==> src/rtl/ackx_pkg.sv <==
package ackx_pkg;
  typedef enum logic [1:0] {
    SYM_IDLE = 2'd0,
    SYM_SEL  = 2'd1,
    SYM_DATA = 2'd2
  } ackx_sym_e;

  function automatic int frame_bits(input int addr_w);
    return 2 * (addr_w + 4);
  endfunction
endpackage

==> src/rtl/ackx_seq.sv <==
module ackx_seq #(
  parameter int ADDR_W = 10,
  localparam int NBITS = ackx_pkg::frame_bits(ADDR_W),
  localparam int CNT_W = $clog2(NBITS + 1)
) (
  input  logic              tck_i,
  input  logic              rst_i,
  input  logic              abort_i,
  input  logic              start_i,
  input  logic [ADDR_W-1:0] addr_i,
  output logic              drive_o,
  output logic              fin_o,
  output logic [CNT_W-1:0]  idx_o,
  output logic [ADDR_W-1:0] addr_o
);
  logic              busy_q;
  logic [CNT_W-1:0]  cnt_q;
  logic [ADDR_W-1:0] addr_q;
  logic              load;
  logic              adv;

  always_comb begin
    load    = start_i && !busy_q && !abort_i;
    adv     = busy_q && !abort_i && (cnt_q != CNT_W'(NBITS));
    fin_o   = busy_q && !abort_i && (cnt_q == CNT_W'(NBITS));
    drive_o = load || adv;
    idx_o   = load ? '0 : cnt_q;
    addr_o  = load ? addr_i : addr_q;
  end

  always_ff @(negedge tck_i) begin
    if (rst_i) begin
      busy_q <= 1'b0;
      cnt_q  <= '0;
      addr_q <= '0;
    end else if (abort_i) begin
      busy_q <= 1'b0;
      cnt_q  <= '0;
    end else if (load) begin
      busy_q <= 1'b1;
      cnt_q  <= CNT_W'(1);
      addr_q <= addr_i;
    end else if (adv) begin
      cnt_q <= cnt_q + CNT_W'(1);
    end else if (fin_o) begin
      busy_q <= 1'b0;
      cnt_q  <= '0;
    end
  end

  // while busy, the counter never passes the frame length
  p_cnt_bound_r1: assert property (@(negedge tck_i) disable iff (rst_i)
    busy_q |-> (cnt_q <= CNT_W'(NBITS)));
  // a start while busy does not restart the count
  p_no_restart_r8: assert property (@(negedge tck_i) disable iff (rst_i)
    (busy_q && start_i && !abort_i && cnt_q != CNT_W'(NBITS)) |=> (cnt_q != CNT_W'(1)));
endmodule

==> src/rtl/ackx_map.sv <==
module ackx_map #(
  parameter int ADDR_W = 10,
  localparam int NBITS  = ackx_pkg::frame_bits(ADDR_W),
  localparam int NPAIRS = NBITS / 2,
  localparam int CNT_W  = $clog2(NBITS + 1)
) (
  input  logic [CNT_W-1:0]  idx_i,
  input  logic [ADDR_W-1:0] addr_i,
  output logic              lvl_o
);
  import ackx_pkg::*;

  logic [CNT_W-1:0] pair;
  logic             phase;
  logic             dbit;
  ackx_sym_e        sym;

  always_comb begin
    pair  = idx_i >> 1;
    phase = idx_i[0];
    dbit  = 1'b0;
    for (int k = 0; k < ADDR_W; k++) begin
      if (pair == CNT_W'(k + 2)) dbit = addr_i[k];
    end
    if (pair == '0 || pair == CNT_W'(NPAIRS - 1))
      sym = SYM_IDLE;
    else if (pair == CNT_W'(1) || pair == CNT_W'(NPAIRS - 2))
      sym = SYM_SEL;
    else
      sym = SYM_DATA;
    unique case (sym)
      SYM_IDLE: lvl_o = 1'b1;
      SYM_SEL:  lvl_o = 1'b0;
      default:  lvl_o = phase ? dbit : !dbit;
    endcase
  end
endmodule

==> src/rtl/ackx_tx.sv <==
module ackx_tx #(
  parameter int ADDR_W = 10
) (
  input  logic              tck_i,
  input  logic              rst_i,
  input  logic              abort_i,
  input  logic              start_i,
  input  logic [ADDR_W-1:0] addr_i,
  output logic              sdo_o,
  output logic              sdo_oe_o,
  output logic              done_o
);
  localparam int NBITS = ackx_pkg::frame_bits(ADDR_W);
  localparam int CNT_W = $clog2(NBITS + 1);

  logic              drive;
  logic              fin;
  logic [CNT_W-1:0]  idx;
  logic [ADDR_W-1:0] addr_sel;
  logic              lvl;

  ackx_seq #(.ADDR_W(ADDR_W)) seq_i (
    .tck_i(tck_i), .rst_i(rst_i), .abort_i(abort_i), .start_i(start_i),
    .addr_i(addr_i), .drive_o(drive), .fin_o(fin), .idx_o(idx), .addr_o(addr_sel)
  );

  ackx_map #(.ADDR_W(ADDR_W)) map_i (
    .idx_i(idx), .addr_i(addr_sel), .lvl_o(lvl)
  );

  always_ff @(negedge tck_i) begin
    if (rst_i || abort_i) begin
      sdo_oe_o <= 1'b0;
      sdo_o    <= 1'b1;
      done_o   <= 1'b0;
    end else begin
      sdo_oe_o <= drive;
      sdo_o    <= drive ? lvl : 1'b1;
      done_o   <= fin;
    end
  end

  // a frame opens with an idle bit
  p_first_idle_r1: assert property (@(negedge tck_i) disable iff (rst_i)
    $rose(sdo_oe_o) |-> sdo_o);
  // line rests high when not driven
  p_rest_high_r5: assert property (@(negedge tck_i) disable iff (rst_i)
    !sdo_oe_o |-> sdo_o);
  // done follows a driven period and lasts one period
  p_done_after_oe_r6: assert property (@(negedge tck_i) disable iff (rst_i)
    $rose(done_o) |-> $past(sdo_oe_o));
  p_done_single_r6: assert property (@(negedge tck_i) disable iff (rst_i)
    done_o |=> !done_o);
  // abort releases the line at once
  p_abort_release_r7: assert property (@(negedge tck_i) disable iff (rst_i)
    abort_i |=> (!sdo_oe_o && !done_o));
  // a frame is not cut short by further starts
  p_no_early_end_r8: assert property (@(negedge tck_i) disable iff (rst_i)
    (sdo_oe_o && !abort_i) |=> (sdo_oe_o || done_o));
endmodule

==> config.mk <==
export PLATFORM = sky130hd
export DESIGN_NAME = ackx_tx
export DESIGN_NICKNAME = d
export VERILOG_FILES = /design/src/rtl/ackx_pkg.sv /design/src/rtl/ackx_seq.sv /design/src/rtl/ackx_map.sv /design/src/rtl/ackx_tx.sv
export SDC_FILE = /design/constraint.sdc
export NUM_CORES = 1
export LEC_CHECK = 0
export ABC_AREA = 1
export BUFFER_PORTS_ARGS = -buffer_cell sky130_fd_sc_hd__buf_4
export CORE_MARGIN = 3
export CORE_UTILIZATION = 32
export CTS_CLUSTER_DIAMETER = 40
export CTS_CLUSTER_SIZE = 16
export DETAILED_ROUTE_END_ITERATION = 10
export HOLD_SLACK_MARGIN = 0.08
export SYNTH_ARGS = -nofsm -noshare
export SYNTH_HDL_FRONTEND = slang
export SYNTH_SLANG_ARGS = --single-unit
==> constraint.sdc <==
create_clock -name tck_i -period 3.8 [get_ports tck_i]
set_input_delay 0.19 -clock tck_i [delete_from_list [all_inputs] [get_ports tck_i]]
set_output_delay 0.19 -clock tck_i [all_outputs]
set_load 0.02 [all_outputs]
==> impl_metrics.json <==
{
  "status": "finished, final reports clean",
  "io_pins": 17,
  "grt_antenna_before_repair": 0,
  "mappedNetlistNets": 155,
  "startpoint_type": "input port",
  "clk_pin_slew_ps": 40,
  "tritoncts": "yes",
  "cp.required_ps": 2150,
  "worstPathArrival_ps": 1610,
  "post_route_cells_drive_above_1_share": 0.133,
  "synth_top_family_by_area": "simple AND/OR/NAND/NOR gates",
  "worst_path_dominant_cell_family": "simple AND/OR/NAND/NOR gates",
  "timing.hold.worst.start": "seq_i.addr_q[3]$_SDFFE_NP0N_",
  "hold_path.class": "register to register",
  "clock_insertion_delay_worst_skew_ps": 370,
  "rsz0062_at_grt": "no",
  "hold_path_end": "seq_i.addr_q[3]$_SDFFE_NP0N_",
  "register_area_sq_um": 380,
  "max-cap-violations": 0,
  "netlist-cell-type-count": 26,
  "synth.cell_area_sq_um": 992,
  "cts_made_buffers": 3,
  "final_design_area_no_fill_sq_um": 1210,
  "holdWs_ps": 469,
  "grt_pass1_wl_um": 3570,
  "syn-instance-count": 139,
  "avgViaCountPerCell": 4.85,
  "hold_path_depth": 2,
  "share_of_the_yosys_chip_area_belonging_to_registers": 0.383,
  "num-fill-cells": 298,
  "dieArea_sq_um": 3810,
  "cts_hold_buf": 0,
  "via_count": 990,
  "start_util": 0.348,
  "r2r-end": "sdo_o$_SDFF_NP1_",
  "detail_route.iter0.violations": 40,
  "setup_violations": 0,
  "post_cts_buffers": 0,
  "most-common-layout-cells": "sky130_fd_sc_hd__inv_1, sky130_fd_sc_hd__nand2_1, sky130_fd_sc_hd__dfxtp_1",
  "dominant_register_cell_in_the_synthesized_netlist": "sky130_fd_sc_hd__dfxtp_1",
  "fraction_of_synthesis_flops_using_an_asynchronous_set_or_reset_pin": 0,
  "reg2regPathDepth": 11,
  "critical_path_class": "input port to register",
  "reg2reg_from": "seq_i.busy_q$_SDFFE_NP0P_",
  "die_y_um": 61.7,
  "synth-xor-area-share": 0.00883,
  "grt_max_degree": 23,
  "power.ir.vdd_worst_v": 0.000227,
  "synth-seq-cells": 19,
  "coreArea_sq_um": 2850,
  "drt_pre_antenna_iters": 4,
  "p_per_area_nw_per_um2": 349,
  "hpwl_um": 1590,
  "timing.critical_path.fanout_max": 22,
  "finalHoldViolations": 0,
  "synth_adder_area_share": 0.0252,
  "placement.io_buffers": 16,
  "end_kind": "register",
  "layout_commonest_cell": "sky130_fd_sc_hd__inv_1",
  "leakage_nw": 0.633,
  "route.final.wire_length_um": 2170,
  "tightest_slew_ps": 465,
  "timing.critical_path.mode_cell": "sky130_fd_sc_hd__nand2_1",
  "dpl-instance-area_sq_um": 1120,
  "cts_max_level": 1,
  "antenna_violating_nets_post_route": 0,
  "floorplan.die.width_um": 61.7,
  "grt_use_total": 0.126,
  "r2r_setup_slack_ps": 1960,
  "area_growth_syn_to_layout_pct": 22.3,
  "crit_path_cell_trace": "buf_4 > nor2_4 > nand2_4 > o21ai_0 > inv_1 > nor2_1 > a21oi_1 > nand2_1 > nand2_1 > nand2_1 > nand2_1 > nand2_1 > nand2_1 > nand3_1 > nand2_1",
  "synth-edff-count": 0,
  "drc": 0,
  "worst_path_largest_cell_delay_ps": 220,
  "multi_input_comb_area_sq_um": 505,
  "finalMaxSlewViolations": 0,
  "finalClockSkew_ps": 7.78,
  "wire_per_inst_um": 10.6,
  "critical_path.n_buffers_inverters": 2,
  "finish.net_count": 190,
  "clkSinkCount": 19,
  "cts.repair.resized": 0,
  "gp_routability_congestion": 0.797,
  "row_count": 19,
  "clock_tree.buffer_depth": 2,
  "synth_compound_gate_area_share": 0.126,
  "fin_tns_setup_ps": 0,
  "syn_avg_cell_area_sq_um": 7.14,
  "clock_tree.root_cell": "sky130_fd_sc_hd__clkbuf_4",
  "crit_slowest_cell": "sky130_fd_sc_hd__o21ai_0",
  "gr-total-overflow": 0,
  "n_antenna_cell": 0,
  "layout.core_utilization": 0.425,
  "synth_simple_gate_area_frac": 0.306,
  "timing.max_slew.rel_slack": 0.687,
  "synth.area.mux_share": 0.0429,
  "vias_in_the_first_global_route": 910,
  "ys_warn_count": 0
}
## flip-flops by register name, indices dropped and copies added (netlist names)
register and cells:
seq_i.addr_q 10, seq_i.cnt_q 5, done_o 1, sdo_o 1, sdo_oe_o 1, seq_i.busy_q 1
## cell usage after synthesis, drive strengths merged (2+ instances only)
cell type	n	area, sq um
clkbuf	2	8.75
dfxtp	19	380
nand2	32	128
a31oi	3	18.8
nor3	4	20.0
nor2	15	63.8
mux2i	3	42.5
nand3	11	55.1
buf	2	22.5
ha	2	25.0
inv	20	75.1
a211oi	2	15.0
a21oi	9	45.0
o21ai	6	30.0
nand4	3	18.8
## worst reg2reg max path: cells and delay by family (launching register included)
family	cells	cell delay, ps
AND/OR/NAND/NOR	8	930
flip-flops	1	390
AO/OA/AOI/OAI	2	240
buffers and inverters	1	180
## through the flow
stage               setup WS [ps]  instances  total power, mW
floorplan                     585        139            0.272
global placement              203        182            0.287
detailed placement            170        182            0.288
CTS                           558        204            0.438
global route                  353        204            0.460
finish                        541        204            0.424
## area by class of cell
class                           count  area share
Clock inverter                     20      0.0619
Sequential cell                    19       0.313
Timing Repair Buffer               16      0.0990
Tap cell                           31      0.0320
Multi-Input combinational cell     96       0.416
Clock buffer                        3      0.0186
Inverter                           19      0.0588
## where the power goes
part / internal [mW] / total [mW] / switching (mW)
registers: 0.207 / 0.210 / 0.00275
clock network: 0.0640 / 0.172 / 0.107
logic: 0.0197 / 0.0419 / 0.0222
total: 0.291 / 0.424 / 0.132
## per-layer routing
layer  GRT usage  up-vias  part of all wire
met1       0.154      440              0.50
met2       0.181       26              0.42
met3      0.0587        5             0.064
met5           0        -                 0
met4      0.0697        0             0.011
li1            -      519                 -
## cells by family (layout without fill, tap and decap cells)
logic type,Yosys count,after routing
and+or+nand+nor,68,68
DFF,19,19
xor gates and xnor gates,1,1
adders and majority gates,2,2
muxes,3,3
buffers and inverters,24,58
AOI/OAI and AO/OA,22,22
## how the worst max path moves through the flow
stage / from / cells past startpoint / to
floorplan: abort_i / 11 / sdo_o$_SDFF_NP1_
global route: abort_i / 12 / sdo_o$_SDFF_NP1_
finish: abort_i / 15 / sdo_o$_SDFF_NP1_
detailed placement: abort_i / 12 / sdo_o$_SDFF_NP1_
CTS: abort_i / 12 / sdo_o$_SDFF_NP1_
global placement: abort_i / 15 / sdo_o$_SDFF_NP1_
No activity file was read; power rests on OpenSTA's default activity.
